===== config.mk =====
export PLATFORM = sky130hd
export DESIGN_NAME = mcu_gpio_port
export DESIGN_NICKNAME = d
export VERILOG_FILES = /design/src/rtl/gpio_pkg.sv /design/src/rtl/gpio_rst_sync.sv /design/src/rtl/gpio_port_regs.sv /design/src/rtl/gpio_pin_mux.sv /design/src/rtl/gpio_wake_det.sv /design/src/rtl/mcu_gpio_port.sv
export SDC_FILE = /design/constraint.sdc
export NUM_CORES = 1
export LEC_CHECK = 0
export CAP_MARGIN = 15
export CORE_ASPECT_RATIO = 1.4
export CORE_MARGIN = 5
export CORE_UTILIZATION = 36
export DETAILED_ROUTE_END_ITERATION = 12
export HOLD_SLACK_MARGIN = 0.1
export PLACE_DENSITY = 0.83
export SLEW_MARGIN = 20
export SYNTH_ARGS = -nofsm -noshare
export SYNTH_HDL_FRONTEND = slang
export SYNTH_SLANG_ARGS = --single-unit

===== constraint.sdc =====
create_clock -name clk -period 1.9 [get_ports clk]
set_clock_uncertainty 0.2 [all_clocks]
set_input_delay 0.57 -clock clk [delete_from_list [all_inputs] [get_ports clk]]
set_output_delay 0.57 -clock clk [all_outputs]
set_load 0.005 [all_outputs]

===== src/rtl/gpio_pkg.sv =====
package gpio_pkg;
  // Fixed pin roles; the ownership priority depends on these positions.
  localparam int PIN_CMP_POS = 0;
  localparam int PIN_CMP_NEG = 1;
  localparam int PIN_SHARED  = 2;
  localparam int PIN_INONLY  = 3;

  typedef enum logic [2:0] {
    OWN_PORT,
    OWN_CMP_IN,
    OWN_CLK4,
    OWN_CMP_OUT,
    OWN_TMR_IN,
    OWN_MCLR
  } pin_owner_e;
endpackage


===== src/rtl/gpio_rst_sync.sv =====
module gpio_rst_sync #(
  parameter int STAGES = 2
) (
  input  logic clk,
  input  logic rst_n,
  output logic rst_n_sync
);
  logic [STAGES-1:0] chain_q;
  logic [STAGES-1:0] chain_d;

  always_comb begin
    chain_d = {chain_q[STAGES-2:0], 1'b1};
  end

  always_ff @(posedge clk or negedge rst_n) begin
    if (!rst_n) chain_q <= '0;
    else        chain_q <= chain_d;
  end

  assign rst_n_sync = chain_q[STAGES-1];
endmodule


===== src/rtl/gpio_port_regs.sv =====
module gpio_port_regs #(
  parameter int NPINS = 4
) (
  input  logic             clk,
  input  logic             rst_n,
  input  logic             wr_stb,
  input  logic             ld_stb,
  input  logic [NPINS-1:0] wval,
  output logic [NPINS-1:0] lat_q,
  output logic [NPINS-1:0] dir_q
);
  logic [NPINS-1:0] lat_d;
  logic [NPINS-1:0] dir_d;

  always_comb begin
    lat_d = lat_q;
    dir_d = dir_q;
    if (wr_stb) lat_d = wval;
    if (ld_stb) dir_d = wval;
  end

  always_ff @(posedge clk or negedge rst_n) begin
    if (!rst_n) begin
      lat_q <= '0;
      dir_q <= '1;
    end else begin
      if (wr_stb) lat_q <= lat_d;
      if (ld_stb) dir_q <= dir_d;
    end
  end

  AST_DIR_HOLDS: assert property (@(posedge clk) disable iff (!rst_n)
    !ld_stb |=> $stable(dir_q));
  AST_LAT_HOLDS: assert property (@(posedge clk) disable iff (!rst_n)
    !wr_stb |=> $stable(lat_q));
endmodule


===== src/rtl/gpio_pin_mux.sv =====
module gpio_pin_mux
  import gpio_pkg::*;
#(
  parameter int NPINS = 4
) (
  input  logic             clk,
  input  logic             rst_n,
  input  logic [NPINS-1:0] lat_q,
  input  logic [NPINS-1:0] dir_q,
  input  logic             cmp_en,
  input  logic             cmp_out_en,
  input  logic             cmp_out,
  input  logic             clk4_en,
  input  logic             clk4_val,
  input  logic             tmr_ext_en,
  input  logic             mclr_en,
  output logic [NPINS-1:0] pin_out,
  output logic [NPINS-1:0] pin_oe,
  output logic             tmr_owns
);
  localparam logic [NPINS-1:0] DRIVE_CAP = ~(NPINS'(1) << PIN_INONLY);

  pin_owner_e owner [NPINS];

  for (genvar g = 0; g < NPINS; g++) begin : g_pin
    if (g == PIN_CMP_POS || g == PIN_CMP_NEG) begin : g_cmp_in
      always_comb owner[g] = cmp_en ? OWN_CMP_IN : OWN_PORT;
    end else if (g == PIN_SHARED) begin : g_shared
      always_comb begin
        if (clk4_en)         owner[g] = OWN_CLK4;
        else if (cmp_out_en) owner[g] = OWN_CMP_OUT;
        else if (tmr_ext_en) owner[g] = OWN_TMR_IN;
        else                 owner[g] = OWN_PORT;
      end
    end else if (g == PIN_INONLY) begin : g_inonly
      always_comb owner[g] = mclr_en ? OWN_MCLR : OWN_PORT;
    end else begin : g_plain
      always_comb owner[g] = OWN_PORT;
    end

    always_comb begin
      case (owner[g])
        OWN_CLK4:    begin pin_out[g] = clk4_val; pin_oe[g] = 1'b1; end
        OWN_CMP_OUT: begin pin_out[g] = cmp_out;  pin_oe[g] = 1'b1; end
        OWN_PORT:    begin
          pin_out[g] = lat_q[g];
          pin_oe[g]  = ~dir_q[g] & DRIVE_CAP[g];
        end
        default:     begin pin_out[g] = 1'b0; pin_oe[g] = 1'b0; end
      endcase
    end
  end

  assign tmr_owns = (owner[PIN_SHARED] == OWN_TMR_IN);

  AST_CLK4_WINS: assert property (@(posedge clk) disable iff (!rst_n)
    clk4_en |-> (pin_oe[PIN_SHARED] && pin_out[PIN_SHARED] == clk4_val));
  AST_CMP_IN_UNDRIVEN: assert property (@(posedge clk) disable iff (!rst_n)
    cmp_en |-> (pin_oe[PIN_CMP_POS] == 1'b0 && pin_oe[PIN_CMP_NEG] == 1'b0));
endmodule


===== src/rtl/gpio_wake_det.sv =====
module gpio_wake_det
  import gpio_pkg::*;
#(
  parameter int NPINS = 4
) (
  input  logic             clk,
  input  logic             rst_n,
  input  logic             rd_stb,
  input  logic [NPINS-1:0] pin_in,
  input  logic             wake_en,
  input  logic             mclr_en,
  output logic             wake_flag
);
  localparam logic [NPINS-1:0] WATCH_CAP =
    (NPINS'(1) << PIN_CMP_POS) | (NPINS'(1) << PIN_CMP_NEG) | (NPINS'(1) << PIN_INONLY);
  localparam logic [NPINS-1:0] PIN3_BIT = NPINS'(1) << PIN_INONLY;

  logic [NPINS-1:0] snap_q, snap_d;
  logic             flag_q, flag_d;
  logic [NPINS-1:0] watch;
  logic             diff;

  always_comb begin
    watch  = wake_en ? (WATCH_CAP & ~(mclr_en ? PIN3_BIT : '0)) : '0;
    diff   = |((pin_in ^ snap_q) & watch);
    snap_d = rd_stb ? pin_in : snap_q;
    flag_d = flag_q | (diff & ~rd_stb);
  end

  always_ff @(posedge clk or negedge rst_n) begin
    if (!rst_n) begin
      snap_q <= '0;
      flag_q <= 1'b0;
    end else begin
      if (rd_stb) snap_q <= snap_d;
      flag_q <= flag_d;
    end
  end

  assign wake_flag = flag_q;

  AST_WAKE_STICKY: assert property (@(posedge clk) disable iff (!rst_n)
    wake_flag |=> wake_flag);
  AST_WAKE_NEEDS_EN: assert property (@(posedge clk) disable iff (!rst_n)
    (!wake_flag && !wake_en) |=> !wake_flag);
endmodule


===== src/rtl/mcu_gpio_port.sv =====
module mcu_gpio_port
  import gpio_pkg::*;
#(
  parameter int NPINS = 4,
  parameter int DW    = 8,
  parameter int SYNC  = 2
) (
  input  logic             clk,
  input  logic             rst_n,
  input  logic             data_wr,
  input  logic             data_rd,
  input  logic             tris_ld,
  input  logic [NPINS-1:0] wdata,
  output logic [DW-1:0]    rdata,
  input  logic [NPINS-1:0] pin_in,
  output logic [NPINS-1:0] pin_out,
  output logic [NPINS-1:0] pin_oe,
  output logic [NPINS-1:0] pin_pu,
  input  logic             pu_en,
  input  logic             wake_en,
  input  logic             mclr_en,
  input  logic             cmp_en,
  input  logic             cmp_out_en,
  input  logic             cmp_out,
  input  logic             clk4_en,
  input  logic             clk4_val,
  input  logic             tmr_ext_en,
  output logic             wake_flag,
  output logic             mclr_req,
  output logic             cmp_pos,
  output logic             cmp_neg,
  output logic             tmr_clk
);
  localparam int PAD = DW - NPINS;
  localparam logic [NPINS-1:0] PU_CAP =
    (NPINS'(1) << PIN_CMP_POS) | (NPINS'(1) << PIN_CMP_NEG) | (NPINS'(1) << PIN_INONLY);
  localparam logic [NPINS-1:0] PIN3_BIT = NPINS'(1) << PIN_INONLY;

  logic             rst_ni;
  logic [NPINS-1:0] lat_q, dir_q;
  logic             tmr_owns;

  gpio_rst_sync #(.STAGES(SYNC)) i_rst_sync (
    .clk(clk), .rst_n(rst_n), .rst_n_sync(rst_ni)
  );

  gpio_port_regs #(.NPINS(NPINS)) i_regs (
    .clk(clk), .rst_n(rst_ni), .wr_stb(data_wr), .ld_stb(tris_ld),
    .wval(wdata), .lat_q(lat_q), .dir_q(dir_q)
  );

  gpio_pin_mux #(.NPINS(NPINS)) i_mux (
    .clk(clk), .rst_n(rst_ni), .lat_q(lat_q), .dir_q(dir_q),
    .cmp_en(cmp_en), .cmp_out_en(cmp_out_en), .cmp_out(cmp_out),
    .clk4_en(clk4_en), .clk4_val(clk4_val), .tmr_ext_en(tmr_ext_en),
    .mclr_en(mclr_en), .pin_out(pin_out), .pin_oe(pin_oe), .tmr_owns(tmr_owns)
  );

  gpio_wake_det #(.NPINS(NPINS)) i_wake (
    .clk(clk), .rst_n(rst_ni), .rd_stb(data_rd), .pin_in(pin_in),
    .wake_en(wake_en), .mclr_en(mclr_en), .wake_flag(wake_flag)
  );

  always_comb begin
    rdata    = data_rd ? {{PAD{1'b0}}, pin_in} : '0;
    pin_pu   = (pu_en ? PU_CAP : '0) | (mclr_en ? PIN3_BIT : '0);
    mclr_req = mclr_en & ~pin_in[PIN_INONLY];
    cmp_pos  = cmp_en & pin_in[PIN_CMP_POS];
    cmp_neg  = cmp_en & pin_in[PIN_CMP_NEG];
    tmr_clk  = tmr_owns & pin_in[PIN_SHARED];
  end

  AST_PIN3_NEVER_DRIVEN: assert property (@(posedge clk) disable iff (!rst_ni)
    !pin_oe[PIN_INONLY]);
  AST_RDATA_UPPER_ZERO: assert property (@(posedge clk) disable iff (!rst_ni)
    rdata[DW-1:NPINS] == '0);
  AST_MCLR_PULLUP: assert property (@(posedge clk) disable iff (!rst_ni)
    mclr_en |-> pin_pu[PIN_INONLY]);
  AST_NO_SHARED_PULLUP: assert property (@(posedge clk) disable iff (!rst_ni)
    !pin_pu[PIN_SHARED]);
endmodule


Word-level counts from Yosys, hierarchy flattened
Cells that the tools add are included.
- equality and inequality tests: 7
- bitwise gates (word level): 15
- mux-type cells: 17
- reduce and logical (&&, ||, !) cells: 7
- operator list (cell ; number):
    3-bit by 2-bit equality test with 1-bit output (second input constant) ; 6
    4-bit 2-to-1 mux ; 4
    3-bit 2-to-1 mux ; 4
    1-bit one-hot mux with 3 select lines ; 4
    3-bit zero test ; 3
    1-bit one-hot mux with 2 select lines ; 3
    2-bit OR reduction ; 3
    1-bit bitwise AND ; 5
    1-bit NOT ; 5
    4-bit bitwise AND ; 1
    4-bit NOT ; 1
    4-bit bitwise OR ; 1
    4-bit OR reduction ; 1
    4-bit XOR ; 1
    3-bit equality test (second input constant) ; 1
    1-bit 2-to-1 mux ; 2
    1-bit bitwise OR ; 1
- word-level logic and storage cells: 51
- input bits: 22
- register bits: 14
- output and inout bits: 25

Longest topological paths before layout
Gate-level depths: netlist of the first run.
- depth after elaboration: 7
- gate-level depth with buffers: 3
- mapped depth without buffers: 3

Cells and area by module
Synthesis of the first run repeated with hierarchy kept, for this count alone.
- cell total of the unflattened synthesis: 63
- area total of the unflattened synthesis: 719.4 µm²
- by module, submodules not included (module ; area an instance (µm²) ; times used ; cells an instance ; seq. area each (µm²)):
    gpio_port_regs ; 295.3 ; 1 ; 16 ; 205.2
    gpio_wake_det ; 180.2 ; 1 ; 13 ; 100.1
    mcu_gpio_port ; 112.6 ; 1 ; 17 ; 0.0
    gpio_pin_mux ; 77.6 ; 1 ; 14 ; 0.0
    gpio_rst_sync ; 53.8 ; 1 ; 3 ; 50.0

Worst setup path before layout of the first run
OpenSTA, ideal clock, no wires.
- kind: input to output
- start: input cmp_out_en
- end: output pin_out[2]
- buffers on the path: 0
- data required time: 1130 ps
- slack: 163 ps
- stages on the path: 3
- data arrival time: 967 ps
- path through: nor3b_1 > a21oi_1 > o21ai_0
- word-level cells in the longest chain between the ends: 4
- elaborated cells between the ends (all ways): 6
- those cells by class: 2 x eq/ne; 3 x mux; 1 x reduce/logical
- ends and longest elaborated chain (element ; RTL line ; RTL):
    from (decl) ; mcu_gpio_port.sv:23 ; input logic cmp_out_en,
    3-bit 2-to-1 mux (*) ; gpio_pin_mux.sv:31 ; else if (cmp_out_en) owner[g] = OWN_CMP_OUT;
    3-bit 2-to-1 mux (*) ; gpio_pin_mux.sv:30 ; if (clk4_en) owner[g] = OWN_CLK4;
    3-bit by 2-bit equality test with 1-bit output / 3-bit zero test (equally long branches) ; gpio_pin_mux.sv:42 ; case (owner[g])
    1-bit one-hot mux with 3 select lines (*) ; gpio_pin_mux.sv:42 ;
    to (decl) ; mcu_gpio_port.sv:16 ; output logic [NPINS-1:0] pin_out,
Mark *: on every way between the ends. The rest lies on a longest branch, timed or not.

Final worst setup path of the first run
Ends and elaborated chain as after synthesis.

==> impl_results.md, run 1 <==
* Fin crit share at 99.74%
* Initial detailed-routing violation count at 2
* DP HPWL at 1.416 mm
* Final setup TNS at 0 ns
* Final nets at 133
* Status: finished, final reports clean
* Synthesized flop and latch total at 13
* Synthesized cell area at 660.6 sq um
* Die Span X at 46.21 microns
* Power per Cell Area at 569.4 mW/mm^2
* Drt pass-1 iters at 2
* Place WS at -0.8095 ns
* Hold WS at 0.1535 ns
* Worst vdd rail ir drop at 519.5 uV
* Leakage Power at 0.5412 nW
* Row count at 18
* P_sw at 0.1478 mW
* Commonest non-fill, non-tap cells in the layout: buf_2, dfrtp_1, clkdlybuf4s50_1, buf_4
* Avg Cell Area, Syn at 11.20 sq um
* Pint at 0.4826 mW
* Kind of critical path: in -> out
* Switching share of power at 23.45%
* CTS tree: yes
* Commonest non-fill, non-tap cell in the layout: buf_2
* Flop2flop setup slack at 0.71 ns
* Min Clock Period, post-route at 1.895 ns
* DRT antenna net count at 0
* Port-buffer cells at 40
* Total chip power at 0.6305 mW
* Root buf cell: clkbuf_4
* DR DRC count at 0
* Clock-pin slew on the worst setup and hold paths at 0.07 ns
* Vias in the first global route at 584
* Worst setup EP type: primary output
* Final max-slew violation count at 0
* Worst Path Required at 1.13 ns
* RePlAce Congestion at 0.7939
* Clock sinks at 13
* Die boundary height at 60.69 microns
* Area Growth Syn to Fin at 67.61%
* Initial antenna violation count at 0
* DRT Wirelength at 1.690 mm
* Clock latency on the worst-skew pair at 0.26 ns
* Post-DP Area at 0.001097 sq mm
* H-tree levels at 1
* Reg power frac at 50.0%
* Clock share of power at 24.9%
* Max-cap violations at 0
* Die ar. at 0.002804 sq mm
* Post-synthesis cell count at 59
* RSZ-0062 raised after global routing: yes
* Largest net degree at the start of global routing at 9
* CTS Buffer Depth at 2
* Ys Warns at 0
* CP startpoint kind: input port
* Final hold vios at 0
* Worst hold path class: reg -> reg
* Ant. Diodes at 0
* Cell variety after synth at 21
* Number of I/O pins at 47
* Initial Utilization at 37.61%
* Core ar. at 0.001757 sq mm
* Via density at 4.538
* Tot GR Track Use at 12.77%
* Vias at 590
* Gr ovfl total at 0
* Setup slack after layout at 0.004891 ns
* CP max FO at 3
* Final Setup Violations at 0
* Fmax at 0.5277 GHz
* Wire per inst at 13.00 microns
* Share of layout cells above drive strength 1 at 45.45%
* Fillers at 155
* CTS buffer count at 3
* CP arrival at 1.13 ns
* First-pass GRT wire length at 2.559 mm
* Design area at 0.001107 sq mm
* Sequential share of the synthesized area at 49.81%
* Comb power frac at 25.1%
layer usage:
layer	up-vias	global-route usage [%]	wire [microns]
li1	283	-	-
met1	278	12.90	549
met2	25	24.02	985
met3	4	3.561	122
met4	0	4.472	33
met5	-	0	0
per-stage QoR:
| stage | util (%) | std cells |
|---|---|---|
| global route | 63.03 | 130 |
| CTS | 62.96 | 129 |
| finish | 63.03 | 130 |
| global placement | 62.46 | 123 |
| floorplan | - | 64 |
| detailed placement | 62.46 | 123 |
area by class of cell:
class	count	area, sq um	area share, %
inverter	1	3.754	0.3390
sequential	13	329.1	29.72
clock buffer	3	22.52	2.034
tap	20	25.02	2.260
multi-input combinational	42	306.5	27.68
timing repair buffer	50	415.4	37.51
clock inverter	1	5.005	0.4520
worst max-delay path, stage by stage:
cell and delay [ns]:
buf_8 0.10, nor3b_2 0.18, a21oi_2 0.05, o21ai_1 0.10, buf_2 0.12
synthesized netlist by cell type:
cell	n	share of area (%)
a21o_1	3	3.4
a21oi_1	1	0.76
a31o_1	1	1.3
and2_1	5	4.7
and2_2	1	1.1
and2b_2	1	1.3
and3_1	1	0.95
buf_4	8	9.1
conb_1	2	1.1
dfrtp_1	10	38
dfstp_2	3	12
inv_1	1	0.57
mux2_2	7	12
nand2_1	1	0.57
nor2_1	3	1.7
nor2b_1	3	2.8
nor3b_1	1	1.1
o211ai_1	1	1.1
o21ai_0	2	1.5
or2_2	1	0.95
xnor2_1	3	4.0
what timing repair did:
action | in CTS | in global routing
hold endpoints to repair | 8 | 0
gates cloned | 0 | 0
buffers inserted | 0 | 1
resized for setup | 95 | 8
endpoints found under the setup margin | 18 | 8
hold buffers | 2 | 0
pin swaps | 5 | 2
power by group through the flow:
stage	Sequential (mW)	Clock, mW	Combinational, mW
after CTS	0.316	0.168	0.160
after global routing	0.318	0.184	0.173
after global placement	0.324	0	0.165
final	0.315	0.157	0.158
after floorplan	0.320	0	0.0665
after detailed placement	0.325	0	0.170
logic make-up after synthesis:
group           synth area share (%)
simple gates                   15.34
flops                          49.81
buf+inv                        9.659
compound gates                 8.144
mux                            11.93
xor+xnor                       3.978
other cells                    1.137
path summary, 6_finish.rpt:
check,from,end,cells past startpoint
max in group asynchronous,i_rst_sync.chain_q[1]$_DFF_PN0_,i_regs.lat_q[0]$_DFFE_PN0P_,1
worst max register to register,i_wake.snap_q[0]$_DFFE_PN0P_,i_wake.wake_flag$_DFF_PN0_,3
worst min register to register,i_rst_sync.chain_q[0]$_DFF_PN0_,i_rst_sync.chain_q[1]$_DFF_PN0_,0
worst max-delay path,cmp_out_en,pin_out[2],5
min in group asynchronous,rst_n,i_rst_sync.chain_q[0]$_DFF_PN0_,1
worst min-delay path,i_rst_sync.chain_q[0]$_DFF_PN0_,i_rst_sync.chain_q[1]$_DFF_PN0_,0
registers in the layout, indices dropped and copies added, names as in the netlist:
register and flops:
i_regs.lat_q 4, i_regs.dir_q 3, i_wake.snap_q 3, i_rst_sync.chain_q 2, i_wake.wake_flag 1
Power figures use the tool's default switching activity.
==> run 2, diff against run 1 <==
--- a/config.mk
+++ b/config.mk
@@ -7,7 +7,6 @@
 export LEC_CHECK = 0
 export CAP_MARGIN = 15
 export CORE_ASPECT_RATIO = 1.4
-export CORE_MARGIN = 5
 export CORE_UTILIZATION = 36
 export DETAILED_ROUTE_END_ITERATION = 12
 export HOLD_SLACK_MARGIN = 0.1
==> impl_results.md, run 2 (synthesized netlist as in run 1, its figures left out) <==
* Via density at 4.615 (was 4.538)
* Die ar. at 0.002013 sq mm (was 0.002804 sq mm)
* Area Growth Syn to Fin at 68.94% (was 67.61%)
* Die Span X at 38.21 microns (was 46.21 microns)
* Register with the most flip-flops: i_regs.lat_q (unchanged)
* Fin crit share at 99.91% (was 99.74%)
* Min Clock Period, post-route at 1.898 ns (was 1.895 ns)
* Largest net degree at the start of global routing at 9 (unchanged)
* DRT antenna net count at 0 (unchanged)
* H-tree levels at 1 (unchanged)
* Kind of critical path: in -> out (unchanged)
* Max-cap violations at 0 (unchanged)
* Total chip power at 0.6402 mW (was 0.6305 mW)
* Fmax at 0.5268 GHz (was 0.5277 GHz)
* Ant. Diodes at 0 (unchanged)
* Worst path slowest cell: nor3b_4 (was nor3b_2)
* Clock-pin slew on the worst setup and hold paths at 0.08 ns (was 0.07 ns)
* Port-buffer cells at 40 (unchanged)
* Final max-slew violation count at 0 (unchanged)
* Power per Cell Area at 573.6 mW/mm^2 (was 569.4 mW/mm^2)
* Worst setup EP type: primary output (unchanged)
* Core ar. at 0.001734 sq mm (was 0.001757 sq mm)
* Reg power frac at 49.2% (was 50.0%)
* Clock share of power at 25.8% (was 24.9%)
* Worst vdd rail ir drop at 375.1 uV (was 519.5 uV)
* Row count at 18 (unchanged)
* Clock latency on the worst-skew pair at 0.28 ns (was 0.26 ns)
* Status: finished, final reports clean (unchanged)
* First-pass GRT wire length at 2.277 mm (was 2.559 mm)
* Wire per inst at 11.16 microns (was 13.00 microns)
* RSZ-0062 raised after global routing: yes (unchanged)
* Top Registers: i_regs.lat_q x4, i_regs.dir_q x3, i_wake.snap_q x3 (unchanged)
* Commonest non-fill, non-tap cell in the layout: buf_2 (unchanged)
* Worst hold path class: reg -> reg (unchanged)
* CP max stage delay at 0.18 ns (about the same)
* CTS buffer count at 3 (unchanged)
* RePlAce Congestion at 0.6166 (was 0.7939)
* DRT Wirelength at 1.451 mm (was 1.690 mm)
* Number of I/O pins at 47 (unchanged)
* DP HPWL at 1.185 mm (was 1.416 mm)
* CTS tree: yes (unchanged)
* Tot GR Track Use at 16.71% (was 12.77%)
* Pint at 0.4859 mW (was 0.4826 mW)
* Root buf cell: clkbuf_4 (unchanged)
* Crit path max-delay family: buffers and inverters (unchanged)
* Max reg flops at 4 (unchanged)
* Die boundary height at 52.69 microns (was 60.69 microns)
* Clock sinks at 13 (unchanged)
* Share of layout cells above drive strength 1 at 44.55% (was 45.45%)
* Initial detailed-routing violation count at 8 (was 2)
* Gr ovfl total at 0 (unchanged)
* Vias in the first global route at 548 (was 584)
* Final nets at 133 (unchanged)
* Commonest non-fill, non-tap cells in the layout: buf_2, dfrtp_1, clkdlybuf4s50_1, buf_4 (unchanged)
* Initial antenna violation count at 0 (unchanged)
* Switching share of power at 24.10% (was 23.45%)
* CP startpoint kind: input port (unchanged)
* P_sw at 0.1543 mW (was 0.1478 mW)
* Initial Utilization at 38.10% (was 37.61%)
* Final core utilization at 64.36% (was 63.03%)
* Leakage Power at 0.5622 nW (was 0.5412 nW)
* Worst-path cell chain: buf_8, nor3b_4, a21oi_2, o21ai_1, buf_2 (was buf_8, nor3b_2, a21oi_2, o21ai_1, buf_2)
* Final Setup Violations at 0 (unchanged)
* CP arrival at 1.13 ns (about the same)
* Vias at 600 (was 590)
* DR DRC count at 0 (unchanged)
* Setup slack after layout at 0.001766 ns (was 0.004891 ns)
* Final hold vios at 0 (unchanged)
* CTS Buffer Depth at 2 (unchanged)
* Bufs and invs on worst path at 2 (unchanged)
* Comb power frac at 25.0% (was 25.1%)
* CP max FO at 3 (unchanged)
* Worst Path Required at 1.13 ns (about the same)
* Place WS at -0.8213 ns (was -0.8095 ns)
* Drt pass-1 iters at 4 (was 2)
==> run 2: worst paths after layout <==
path	depth (start not counted)	endpoint	start	slack, ns
worst max-delay path	5	pin_out[2]	tmr_ext_en	0.002
worst min-delay path	0	i_rst_sync.chain_q[1]$_DFF_PN0_	i_rst_sync.chain_q[0]$_DFF_PN0_	0.16
worst max register to register	3	i_wake.wake_flag$_DFF_PN0_	i_wake.snap_q[1]$_DFFE_PN0P_	0.72
worst min register to register	0	i_rst_sync.chain_q[1]$_DFF_PN0_	i_rst_sync.chain_q[0]$_DFF_PN0_	0.16
max in group asynchronous	1	i_regs.lat_q[0]$_DFFE_PN0P_	i_rst_sync.chain_q[1]$_DFF_PN0_	0.73
min in group asynchronous	1	i_rst_sync.chain_q[0]$_DFF_PN0_	rst_n	0.24
==> run 2: power groups by stage <==
stage	clock network [mW]	registers, mW	logic, mW
after floorplan	0	0.320	0.0665
after global placement	0	0.324	0.166
after detailed placement	0	0.325	0.169
after CTS	0.173	0.315	0.159
after global routing	0.188	0.318	0.176
final	0.165	0.315	0.160
==> run 2: what timing repair did <==
| item | in CTS | in global routing |
|---|---|---|
| endpoints found under the setup margin | 19 | 7 |
| endpoints found under the hold margin | 8 | 0 |
| gates resized for setup | 82 | 21 |
| hold buffers | 2 | 0 |
| pin swaps | 1 | 4 |
| setup buffers | 0 | 0 |
==> run 2: through the flow <==
step	instances	setup TNS, ns	hold slack [ns]	cell area (sq um)
6_report	130	0	0.1577	1116
5_1_grt	130	-0.04889	0.1735	1116
4_1_cts	130	-0.3102	0.1592	1111
3_5_place_dp	124	-11.36	-0.009861	1105
3_3_place_gp	124	-11.17	-0.02301	1105
2_1_floorplan	64	0	-0.06823	679.4
==> run 2: routing by layer <==
layer,wire length (microns),track usage (%)
met2,790,28.81
met5,0,0
met1,502,16.76
met3,97,2.979
met4,59,13.10
==> run 2: layout make-up <==
class | instances | area, sq um
flip-flops and latches | 13 | 329.1
clock buffers | 3 | 22.52
repair buffers | 50 | 417.9
fillers | 146 | 618.1
multi-input cells | 42 | 312.8
inverters | 1 | 3.754
clock inverters | 1 | 5.005
well taps | 20 | 25.02
